`src/rtl/tmr_pkg.sv`:
```
`timescale 1ns/1ps
// Shared definitions for the interval timer: register width, prescale
// selector width and the decoded control word.
package tmr_pkg;
    localparam int REG_W  = 16;   // register and counter width
    localparam int PS_W   = 4;    // prescale selector width
    localparam int FLAG_B = 2;    // control bit that reads/clears the flag

    typedef struct packed {
        logic            slave;   // advance on sync_in instead of own tick
        logic [PS_W-1:0] ps;      // prescale select, divide by 2**ps
        logic            ien;     // interrupt enable
        logic            en;      // counting enable
    } tmr_ctrl_t;
endpackage

```
`src/rtl/tmr_prescaler.sv`:
```
`timescale 1ns/1ps
// Clock prescaler: while run is high, produces a one-clock tick every
// 2**ps clocks. Assumes ps is stable while running; cleared while idle.
// HAS_PRESCALE = 0 removes the divider and ticks on every running clock.
module tmr_prescaler
    import tmr_pkg::*;
#(
    parameter bit HAS_PRESCALE = 1'b1
) (
    input  logic            clk,
    input  logic            rst_n,
    input  logic            run,
    input  logic [PS_W-1:0] ps,
    output logic            tick
);
    localparam int DIV_W = (1 << PS_W) - 1;

    generate
        if (HAS_PRESCALE) begin : g_div
            logic [DIV_W-1:0] div_q;
            logic [DIV_W-1:0] mask;

            // Low ps bits all ones marks the last clock of a period.
            always_comb mask = ~({DIV_W{1'b1}} << ps);
            assign tick = run && ((div_q & mask) == mask);

            // Free-running divider, cleared whenever counting stops.
            always_ff @(posedge clk) begin
                if (!rst_n || !run) div_q <= '0;
                else                div_q <= div_q + 1'b1;
            end
        end else begin : g_nodiv
            logic unused_ps;
            assign unused_ps = ^ps;
            assign tick = run;
        end
    endgenerate
endmodule

```
`src/rtl/tmr_counter.sv`:
```
`timescale 1ns/1ps
// Modulo counter: counts 1..modulo on each step and reloads to 1.
// A modulo of 0 passes through 0xFFFF and 0 (read as 65536) before
// reloading. Held at 1 while run is low.
module tmr_counter
    import tmr_pkg::*;
(
    input  logic             clk,
    input  logic             rst_n,
    input  logic             run,
    input  logic             step,
    input  logic [REG_W-1:0] modulo,
    output logic [REG_W-1:0] count,
    output logic             roll_now,
    output logic             roll_q
);
    // Rollover happens on this clock's edge.
    assign roll_now = run && step && (count == modulo);

    // Counter register and registered rollover pulse.
    always_ff @(posedge clk) begin
        if (!rst_n) begin
            count  <= REG_W'(1);
            roll_q <= 1'b0;
        end else begin
            roll_q <= roll_now;
            if (!run)          count <= REG_W'(1);
            else if (roll_now) count <= REG_W'(1);
            else if (step)     count <= count + 1'b1;
        end
    end

    // a rollover pulse always coincides with the reloaded counter
    p_reload_one_r4: assert property (@(posedge clk) disable iff (!rst_n)
        roll_q |-> (count == REG_W'(1)));

    // an idle counter is parked at 1 on the next clock
    p_idle_hold_r6: assert property (@(posedge clk) disable iff (!rst_n)
        !run |=> (count == REG_W'(1)));
endmodule

```
`src/rtl/tmr_regs.sv`:
```
`timescale 1ns/1ps
// Register slave: decodes control, modulo and counter for a 16-bit
// word bus or an 8-bit byte-split bus (DATA_W must be 8 or 16).
// Holds the control fields, modulo and the sticky rollover flag.
module tmr_regs
    import tmr_pkg::*;
#(
    parameter int DATA_W     = 16,
    parameter bit SINGLE_CYC = 1'b0
) (
    input  logic              clk,
    input  logic              rst_n,
    input  logic [2:0]        addr,
    input  logic [DATA_W-1:0] wdata,
    input  logic              we,
    input  logic              stb,
    input  logic              cyc,
    output logic [DATA_W-1:0] rdata,
    output logic              ack,
    input  logic [REG_W-1:0]  count,
    input  logic              roll_now,
    output tmr_ctrl_t         ctrl,
    output logic [REG_W-1:0]  modulo,
    output logic              flag
);
    logic             acc, wr;
    logic [1:0]       sel;     // 0 control, 1 modulo, 2 counter, 3 none
    logic [1:0]       be;      // byte lanes written
    logic [REG_W-1:0] w16, rd16;

    assign acc = stb && cyc;
    assign wr  = ack && we;

    generate
        if (DATA_W == 8) begin : g_byte
            // Byte bus: addr[2:1] picks the register, addr[0] the byte.
            always_comb begin
                sel = addr[2:1];
                be  = addr[0] ? 2'b10 : 2'b01;
                w16 = {wdata, wdata};
            end
            assign rdata = addr[0] ? rd16[15:8] : rd16[7:0];
        end else begin : g_word
            // Word bus: one register per address, 3 and above unmapped.
            always_comb begin
                sel = (addr > 3'd2) ? 2'd3 : addr[1:0];
                be  = 2'b11;
                w16 = wdata;
            end
            assign rdata = rd16;
        end

        if (SINGLE_CYC) begin : g_ack_comb
            assign ack = acc;
        end else begin : g_ack_reg
            logic ack_q;
            // One-clock acknowledge, one cycle after the request.
            always_ff @(posedge clk) begin
                if (!rst_n) ack_q <= 1'b0;
                else        ack_q <= acc && !ack_q;
            end
            assign ack = ack_q;

            // acknowledge lasts a single clock
            p_ack_one_clk_r10: assert property (@(posedge clk) disable iff (!rst_n)
                ack |=> !ack);
            // acknowledge only follows a request
            p_ack_after_req_r10: assert property (@(posedge clk) disable iff (!rst_n)
                $rose(ack) |-> $past(acc));
        end
    endgenerate

    // Read mux over the 16-bit register images.
    always_comb begin
        case (sel)
            2'd0:    rd16 = {ctrl.slave, 1'b1, 2'b00, ctrl.ps, 5'b0,
                             flag, ctrl.ien, ctrl.en};
            2'd1:    rd16 = modulo;
            2'd2:    rd16 = count;
            default: rd16 = '0;
        endcase
    end

    // Control and modulo writes, per byte lane.
    always_ff @(posedge clk) begin
        if (!rst_n) begin
            ctrl   <= '0;
            modulo <= '0;
        end else if (wr) begin
            if (sel == 2'd0 && be[0]) begin
                ctrl.en  <= w16[0];
                ctrl.ien <= w16[1];
            end
            if (sel == 2'd0 && be[1]) begin
                ctrl.ps    <= w16[11:8];
                ctrl.slave <= w16[15];
            end
            if (sel == 2'd1 && be[0]) modulo[7:0]  <= w16[7:0];
            if (sel == 2'd1 && be[1]) modulo[15:8] <= w16[15:8];
        end
    end

    // Sticky flag: rollover sets it and wins over a clearing write.
    always_ff @(posedge clk) begin
        if (!rst_n)
            flag <= 1'b0;
        else if (roll_now)
            flag <= 1'b1;
        else if (wr && sel == 2'd0 && be[0] && w16[FLAG_B])
            flag <= 1'b0;
    end

    // the flag rises only from a rollover, never from a write
    p_flag_from_roll_r7: assert property (@(posedge clk) disable iff (!rst_n)
        $rose(flag) |-> $past(roll_now));
endmodule

```
`src/rtl/interval_timer.sv`:
```
`timescale 1ns/1ps
// Programmable interval timer top: register slave, prescaler and modulo
// counter. In master mode the counter steps on the prescaler tick, which
// is also exported on sync_out. In slave mode it steps on sync_in.
module interval_timer
    import tmr_pkg::*;
#(
    parameter int DATA_W       = 16,
    parameter bit SINGLE_CYC   = 1'b0,
    parameter bit HAS_PRESCALE = 1'b1
) (
    input  logic              clk,
    input  logic              rst_n,
    input  logic [2:0]        bus_addr,
    input  logic [DATA_W-1:0] bus_wdata,
    output logic [DATA_W-1:0] bus_rdata,
    input  logic              bus_we,
    input  logic              bus_stb,
    input  logic              bus_cyc,
    output logic              bus_ack,
    input  logic              sync_in,
    output logic              sync_out,
    output logic              roll_pulse,
    output logic              irq
);
    tmr_ctrl_t        ctrl;
    logic [REG_W-1:0] modulo, count;
    logic             flag, tick, step, roll_now;

    tmr_regs #(.DATA_W(DATA_W), .SINGLE_CYC(SINGLE_CYC)) regs_i (
        .clk(clk), .rst_n(rst_n), .addr(bus_addr), .wdata(bus_wdata),
        .we(bus_we), .stb(bus_stb), .cyc(bus_cyc), .rdata(bus_rdata),
        .ack(bus_ack), .count(count), .roll_now(roll_now), .ctrl(ctrl),
        .modulo(modulo), .flag(flag)
    );

    tmr_prescaler #(.HAS_PRESCALE(HAS_PRESCALE)) pre_i (
        .clk(clk), .rst_n(rst_n), .run(ctrl.en && !ctrl.slave),
        .ps(ctrl.ps), .tick(tick)
    );

    // Step source: own tick as master, external pulse as slave.
    assign step     = ctrl.slave ? sync_in : tick;
    assign sync_out = tick;
    assign irq      = flag && ctrl.ien;

    tmr_counter cnt_i (
        .clk(clk), .rst_n(rst_n), .run(ctrl.en), .step(step),
        .modulo(modulo), .count(count), .roll_now(roll_now),
        .roll_q(roll_pulse)
    );

    // an enabled slave without a sync pulse holds its count
    p_slave_waits_r9: assert property (@(posedge clk) disable iff (!rst_n)
        (ctrl.en && ctrl.slave && !sync_in) |=> $stable(count));

    // an exported tick never appears in slave mode
    p_slave_silent_r9: assert property (@(posedge clk) disable iff (!rst_n)
        ctrl.slave |-> !sync_out);
endmodule

```
`config.mk`:
```
export PLATFORM = sky130hd
export DESIGN_NAME = interval_timer
export DESIGN_NICKNAME = d
export VERILOG_FILES = /design/src/rtl/tmr_pkg.sv /design/src/rtl/tmr_prescaler.sv /design/src/rtl/tmr_counter.sv /design/src/rtl/tmr_regs.sv /design/src/rtl/interval_timer.sv
export SDC_FILE = /design/constraint.sdc
export NUM_CORES = 1
export LEC_CHECK = 0
export CAP_MARGIN = 5
export CORE_MARGIN = 2
export CORE_UTILIZATION = 63
export DETAILED_ROUTE_END_ITERATION = 16
export DONT_BUFFER_PORTS = 1
export GPL_TIMING_DRIVEN = 0
export HOLD_SLACK_MARGIN = 0.02
export PLACE_DENSITY = 0.76
export SYNTH_ARGS = -nofsm -noshare
export SYNTH_HDL_FRONTEND = slang
export SYNTH_SLANG_ARGS = --single-unit
export TNS_END_PERCENT = 10
```
`constraint.sdc`:
```
create_clock -name clk -period 3.32 [get_ports clk]
set_clock_uncertainty 0.05 [all_clocks]
set_input_delay 0.996 -clock clk [delete_from_list [all_inputs] [get_ports clk]]
set_output_delay 0.996 -clock clk [all_outputs]
set_load 0.02 [all_outputs]
```
==> metrics.md, run 1 <==
| Metric | Value |
|---|---|
| Clock tree sinks | `57` |
| Vias per cell | `5.857` |
| Core area | `4661 um^2` |
| Post-Synth Adder-Cell Area | `0.008309` |
| Crit. End Element | `output port` |
| Pwr dens | `422.3 nW/um^2` |
| Power, Total | `1.390 mW` |
| Final Cell Area | `3291 um^2` |
| Post-route non-filler standard cell count | `441` |
| Max rail drop VDD | `0.3638 mV` |
| Clock latency on the worst-skew pair | `340 ps` |
| Cell taking the most area after synthesis | `dfxtp_1` |
| Min setup slack post-route | `138.5 ps` |
| Share of the synthesized area in the top cell type | `0.3789` |
| CTS Hold Bufs | `0` |
| #FFs+latches synth | `57` |
| Tot GR Track Use | `0.2865` |
| Synth top area cells | `dfxtp_1 38%, nor2_1 6.4%, xnor2_1 5.8%, nand2_1 5.6%, mux2i_1 5.3%` |
| Fmax | `0.3143 GHz` |
| Critical path type | `primary input to output port` |
| Post-place setup slack | `-257.2 ps` |
| Die width | `73.14 um` |
| Final setup viols | `0` |
| Post-Synth Simple-Gate Area | `0.2530` |
| Reg2Reg Setup Slack | `910 ps` |
| Critical path data arrival time | `2140 ps` |
| Crit start category | `primary input` |
| Cell count after synthesis | `371` |
| DR pass1 iterations | `4` |
| Num rows | `25` |
| Starting DRC count in detailed routing | `148` |
| Mux contribution to synthesized area | `0.05318` |
| Clk slew on worst S/H paths | `70 ps` |
| Wire length per cell | `15.64 um` |
| Post-synthesis xor/xnor area fraction | `0.09888` |
| DR vias | `2583` |
| Max_cap viols | `0` |
| Fin. max-slew vios | `0` |
| DR DRC count | `0` |
| Placed cell count | `425` |
| Port Buffers | `0` |
| First-pass GRT wire length | `11720 um` |
| Seq/Total Area, Yosys | `0.3789` |
| Die area | `5349 um^2` |
| Final hold vios | `0` |
| Layout Nets | `409` |
| Async S/R FF share, synth | `0` |
| Die span in y | `73.14 um` |
| Crit Path Max Fanout | `10` |
| Syn Area/Cell | `8.118 um^2` |
| Vias in the first global route | `2509` |
| IO Count | `45` |
| GR Overflow Total | `0` |
| Post-DP HPWL | `5146 um` |
| Lkg Pwr | `1.094 nW` |
| WL final | `6899 um` |
| Tcrit/Tclk final | `0.9583` |
| Outcome | `finished clean` |
| RSZ-0062 raised after global routing | `false` |
| Num CTS Buffers | `9` |
| Root buf cell | `clkbuf_8` |
| Largest family of logic cells by synthesized area | `simple AND/OR/NAND/NOR gates` |
| Cell Area, Synth | `3012 um^2` |
| Largest net degree at the start of global routing | `11` |
| Synthesis-to-finish area growth | `9.265%` |
| Synth cell types | `45` |
| WHS | `446.1 ps` |
| Antenna cells | `0` |
| Routability cong. | `0.8838` |
| Compound-Gate Fraction of Synth Area | `0.1654` |
| DP Area | `3079 um^2` |
| Initial Util | `0.6462` |
| Clock tree from TritonCTS | `done` |
| Most common cell after layout, fill and taps aside | `dfxtp_1` |
| Clock period minus final worst setup slack | `3181 ps` |
| Actual slew at the worst max-slew pin | `1142 ps` |
| Primary FF master, synth | `dfxtp_1` |
| Clock Path Buffers | `2` |
| Proportion of layout cells with a drive suffix above 1 | `0.07235` |
| # H-tree levels | `3` |
| WP data required | `2270 ps` |
| Fillcell total | `393` |
| Initial antenna violation count | `0` |
| Post-DRT Antenna Nets | `0` |
| Slew HR | `0.2321` |
| Post-synth net total | `398` |
| Post-synth EDFFs | `0` |
| Commonest cells after routing, fill and taps aside | `57 x dfxtp_1, 50 x nor2_1, 45 x nand2_1` |
| Min-Delay Path Class | `flip-flop to flip-flop` |
| Yosys warnings | `0` |
[synthesized netlist by cell type (all sizes together), types with 2 or more instances]
library cell	count
o31ai	4
or3	4
a22oi	7
nor4	4
nand3	13
and3	5
inv	10
o21ai	10
o2111a	2
o21ba	2
xor2	14
nor2	51
o21bai	3
a21boi	16
a21oi	22
nor3	3
nand2	45
mux2i	16
nor2b	10
nand3b	2
nand4	7
clkbuf	16
buf	5
and2	4
dfxtp	57
xnor2	20
ha	2
or4	4
nand2b	4
[final timing paths]
path	cells past startpoint	start	to
hold reg to reg	2	regs_i.modulo[8]	regs_i.modulo[8]
setup / recovery	4	bus_addr[0]	bus_rdata[12]
hold / removal	2	regs_i.modulo[8]	regs_i.modulo[8]
setup reg to reg	9	regs_i.ctrl[2]	cnt_i.count[3]
[registers in the layout, indices dropped and copies added, names as in the netlist]
name / flops
regs_i.ack: 1
pre_i.g_div.div_q: 15
regs_i.ctrl: 7
cnt_i.count: 16
cnt_i.roll_q: 1
regs_i.modulo: 16
regs_i.flag: 1
[report_power, final]
part	total [mW]	internal, mW	switching, mW	leakage (nW)
logic	0.0375	0.0129	0.0246	0.532
registers	0.688	0.685	0.00229	0.459
clock network	0.665	0.387	0.277	0.103
[final cells by class]
class / instances / area (um^2) / area share
Tap cell: 54 / 67.56 / 0.02053
Clock buffer: 12 / 155.1 / 0.04715
Inverter: 10 / 37.54 / 0.01141
Multi-Input combinational cell: 283 / 1745 / 0.5304
Buffer: 21 / 92.59 / 0.02814
Clock inverter: 4 / 51.30 / 0.01559
Sequential cell: 57 / 1141 / 0.3468
[timing repair]
item	in CTS	in global routing
gates resized for setup	2	1
setup endpoints to repair	11	7
hold endpoints to repair	0	0
setup buffers	0	0
[critical path, cell delays in order]
cell	delay (ps)
nor2b_1	360
clkbuf_2	320
a22oi_1	130
nor2_1	320
[routing by layer]
metal | part of all wire | wire (um) | track usage
met2 | 0.52 | 3585 | 0.5075
met3 | 0.041 | 282 | 0.08702
met1 | 0.43 | 2938 | 0.3270
met4 | 0.013 | 93 | 0.09053
met5 | 0 | 0 | 0
[metrics by stage]
stage	setup TNS (ps)	utilization
floorplan	0	-
global placement	-1354	0.6607
detailed placement	-1757	0.6607
CTS	0	0.7055
global route	0	0.7060
finish	0	0.7060
[cells by family after synthesis]
family / count (synthesis)
AOI/OAI and AO/OA: 73
xor gates and xnor gates: 34
adders and majority gates: 2
buffers and inverters: 31
DFF: 57
muxes: 16
and+or+nand+nor: 158
Power figures use the tool's default switching activity.
==> run 2, diff against run 1 <==
--- a/config.mk
+++ b/config.mk
@@ -15,2 +15,3 @@
 export PLACE_DENSITY = 0.76
+export SLEW_MARGIN = 30
 export SYNTH_ARGS = -nofsm -noshare
==> constraint.sdc (replaced) <==
create_clock -name clk -period 3.32 [get_ports clk]
set_clock_uncertainty 0.05 [all_clocks]
set_input_delay 0.664 -clock clk [delete_from_list [all_inputs] [get_ports clk]]
set_output_delay 0.664 -clock clk [all_outputs]
set_load 0.02 [all_outputs]
==> run 2 against run 1 <==
- first-iteration DRC count up 24%
- critical path depth up 1
- non-clock buffer count did not move
- largest power group unchanged
==> metrics.md, run 2 (synthesized netlist as in run 1, its figures left out) <==
| Metric | Value |
|---|---|
| Outcome | `finished clean (unchanged)` |
| Initial antenna violation count | `0 (unchanged)` |
| Vias per cell | `5.873 (was 5.857)` |
| Post-CTS setup buffers | `0 (unchanged)` |
| Fin. max-slew vios | `0 (unchanged)` |
| Setup TNS Final | `0 ps (unchanged)` |
| Worst Setup SP | `bus_addr[1] (was bus_addr[0])` |
| Num rows | `25 (unchanged)` |
| Post-DP HPWL | `5152 um (was 5146 um)` |
| Final hold vios | `0 (unchanged)` |
| Antenna cells | `0 (unchanged)` |
| Root buf cell | `clkbuf_8 (unchanged)` |
| WL met2 | `3549 um (was 3585 um)` |
| Actual slew at the worst max-slew pin | `691.5 ps (was 1142 ps)` |
| Final setup viols | `0 (unchanged)` |
| Clk slew on worst S/H paths | `70 ps (about the same)` |
| Top Registers | `cnt_i.count (16), regs_i.modulo (16), pre_i.g_div.div_q (15) (unchanged)` |
| Commonest cells after routing, fill and taps aside | `57 x dfxtp_1, 51 x nor2_1, 45 x nand2_1 (was 57 x dfxtp_1, 50 x nor2_1, 45 x nand2_1)` |
| Multi-input logic area | `1752 um^2 (was 1745 um^2)` |
| Lkg Pwr | `1.081 nW (was 1.094 nW)` |
| Crit start category | `primary input (unchanged)` |
| Vias in the first global route | `2519 (was 2509)` |
| Largest net degree at the start of global routing | `11 (unchanged)` |
| Port Buffers | `0 (unchanged)` |
| Routability cong. | `0.8838 (unchanged)` |
| Die width | `73.14 um (unchanged)` |
| Tcrit/Tclk final | `0.8725 (was 0.9583)` |
| Post-CTS resize count | `0 (was 2)` |
| WHS | `417.9 ps (was 446.1 ps)` |
| Clock period minus final worst setup slack | `2897 ps (was 3181 ps)` |
| Starting DRC count in detailed routing | `184 (was 148)` |
| First-pass GRT wire length | `11520 um (was 11720 um)` |
| Proportion of layout cells with a drive suffix above 1 | `0.06202 (was 0.07235)` |
| Finished Core Util | `0.7028 (was 0.7060)` |
| Worst reg-to-reg path cell count | `9 (unchanged)` |
| Wire length per cell | `15.61 um (was 15.64 um)` |
| Worst r2r src | `regs_i.ctrl[2] (unchanged)` |
| Clock tree from TritonCTS | `done (unchanged)` |
| Clock Path Buffers | `2 (unchanged)` |
| Min-Delay Path Class | `primary input to flip-flop (was flip-flop to flip-flop)` |
| DR pass1 iterations | `4 (unchanged)` |
| Critical path endpoint | `bus_rdata[6] (was bus_rdata[12])` |
| Clock latency on the worst-skew pair | `340 ps (about the same)` |
| Layout Nets | `409 (unchanged)` |
| Reg2reg end | `cnt_i.count[3] (unchanged)` |
| Routed met3 length | `413 um (was 282 um)` |
| Slew HR | `0.5355 (was 0.2321)` |
| Max rail drop VDD | `0.2987 mV (was 0.3638 mV)` |
| Top layer in use | `met4 (unchanged)` |
| Tot GR Track Use | `0.2811 (was 0.2865)` |
| DP Area | `3088 um^2 (was 3079 um^2)` |
| # H-tree levels | `3 (unchanged)` |
| Final Cell Area | `3276 um^2 (was 3291 um^2)` |
| WL final | `6882 um (was 6899 um)` |
| Critical path type | `primary input to output port (unchanged)` |
| Die span in y | `73.14 um (unchanged)` |
| Metal-1 WL | `2773 um (was 2938 um)` |
| Crit. End Element | `output port (unchanged)` |
| Post-DRT Antenna Nets | `0 (unchanged)` |
| Most common cell after layout, fill and taps aside | `dfxtp_1 (unchanged)` |
| Reg2Reg Setup Slack | `890 ps (was 910 ps)` |
| RSZ-0062 raised after global routing | `false (unchanged)` |
| Synthesis-to-finish area growth | `8.766% (was 9.265%)` |
| Crit Path Max Fanout | `10 (unchanged)` |
| Die area | `5349 um^2 (unchanged)` |
| IO Count | `45 (unchanged)` |
| DR vias | `2590 (was 2583)` |
| Worst Hold Launch | `bus_wdata[9] (was regs_i.modulo[8])` |
| Critical path data arrival time | `2180 ps (was 2140 ps)` |
| DR DRC count | `0 (unchanged)` |
| GR Overflow Total | `0 (unchanged)` |
| WP data required | `2610 ps (was 2270 ps)` |
| Max_cap viols | `0 (unchanged)` |
| CTS Hold Bufs | `0 (unchanged)` |
| Clock tree sinks | `57 (unchanged)` |
| Initial Util | `0.6462 (unchanged)` |
| Fillcell total | `372 (was 393)` |
| Pwr dens | `410.5 nW/um^2 (was 422.3 nW/um^2)` |
| Register Area | `1141 um^2 (unchanged)` |
| Fmax | `0.3452 GHz (was 0.3143 GHz)` |
| Num CTS Buffers | `9 (unchanged)` |
| Core area | `4661 um^2 (unchanged)` |
==> run 2: changes by cell type in the layout (fill, tap and decap cells not counted), sizes merged <==
| cell | before | now |
|---|---|---|
| clkbuf | 28 | 27 |
| clkinv | 2 | 3 |
==> run 2: area by class of cell <==
| cell class | instances | area share |
|---|---|---|
| plain buffers | 21 | 0.02750 |
| clock buffers | 11 | 0.04011 |
| clock inverters | 5 | 0.01719 |
| inverters | 10 | 0.01146 |
| multi-input cells | 283 | 0.5348 |
| flip-flops and latches | 57 | 0.3484 |
| well taps | 54 | 0.02063 |
==> run 2: routing by layer <==
layer,vias up,global-route usage
met5,-,0
met4,0,0.1008
li1,1297,-
met3,13,0.09807
met1,1204,0.3151
met2,76,0.4895
==> run 2: worst max-delay path, cell delays in order <==
cell,delay (ps)
buf_1,490
inv_1,120
nor2_1,390
a22oi_1,140
nor2_1,360
==> run 2: worst min path at each step <==
stage | end | slack (ps) | depth (start not counted)
floorplan | pre_i.g_div.div_q[0] | 410 | 1
global placement | regs_i.modulo[11] | 430 | 2
detailed placement | regs_i.modulo[1] | 440 | 2
CTS | regs_i.modulo[11] | 400 | 2
global route | regs_i.modulo[15] | 400 | 2
finish | regs_i.modulo[9] | 420 | 2
==> run 2: report_power, final <==
part           internal (mW)  total (mW)  switching, mW
logic                 0.0127      0.0371         0.0243
clock network          0.345       0.620          0.275
registers              0.685       0.688        0.00227
total                   1.04        1.34          0.301
==> run 2: metrics by stage <==
stage          power [mW]  cells  setup slack, ps
2_1_floorplan      0.7313    371            756.9
3_3_place_gp       0.7391    425            461.2
3_5_place_dp       0.7403    425            420.6
4_1_cts             1.358    441            424.5
5_1_grt             1.393    441            204.9
6_report            1.345    441            423.3
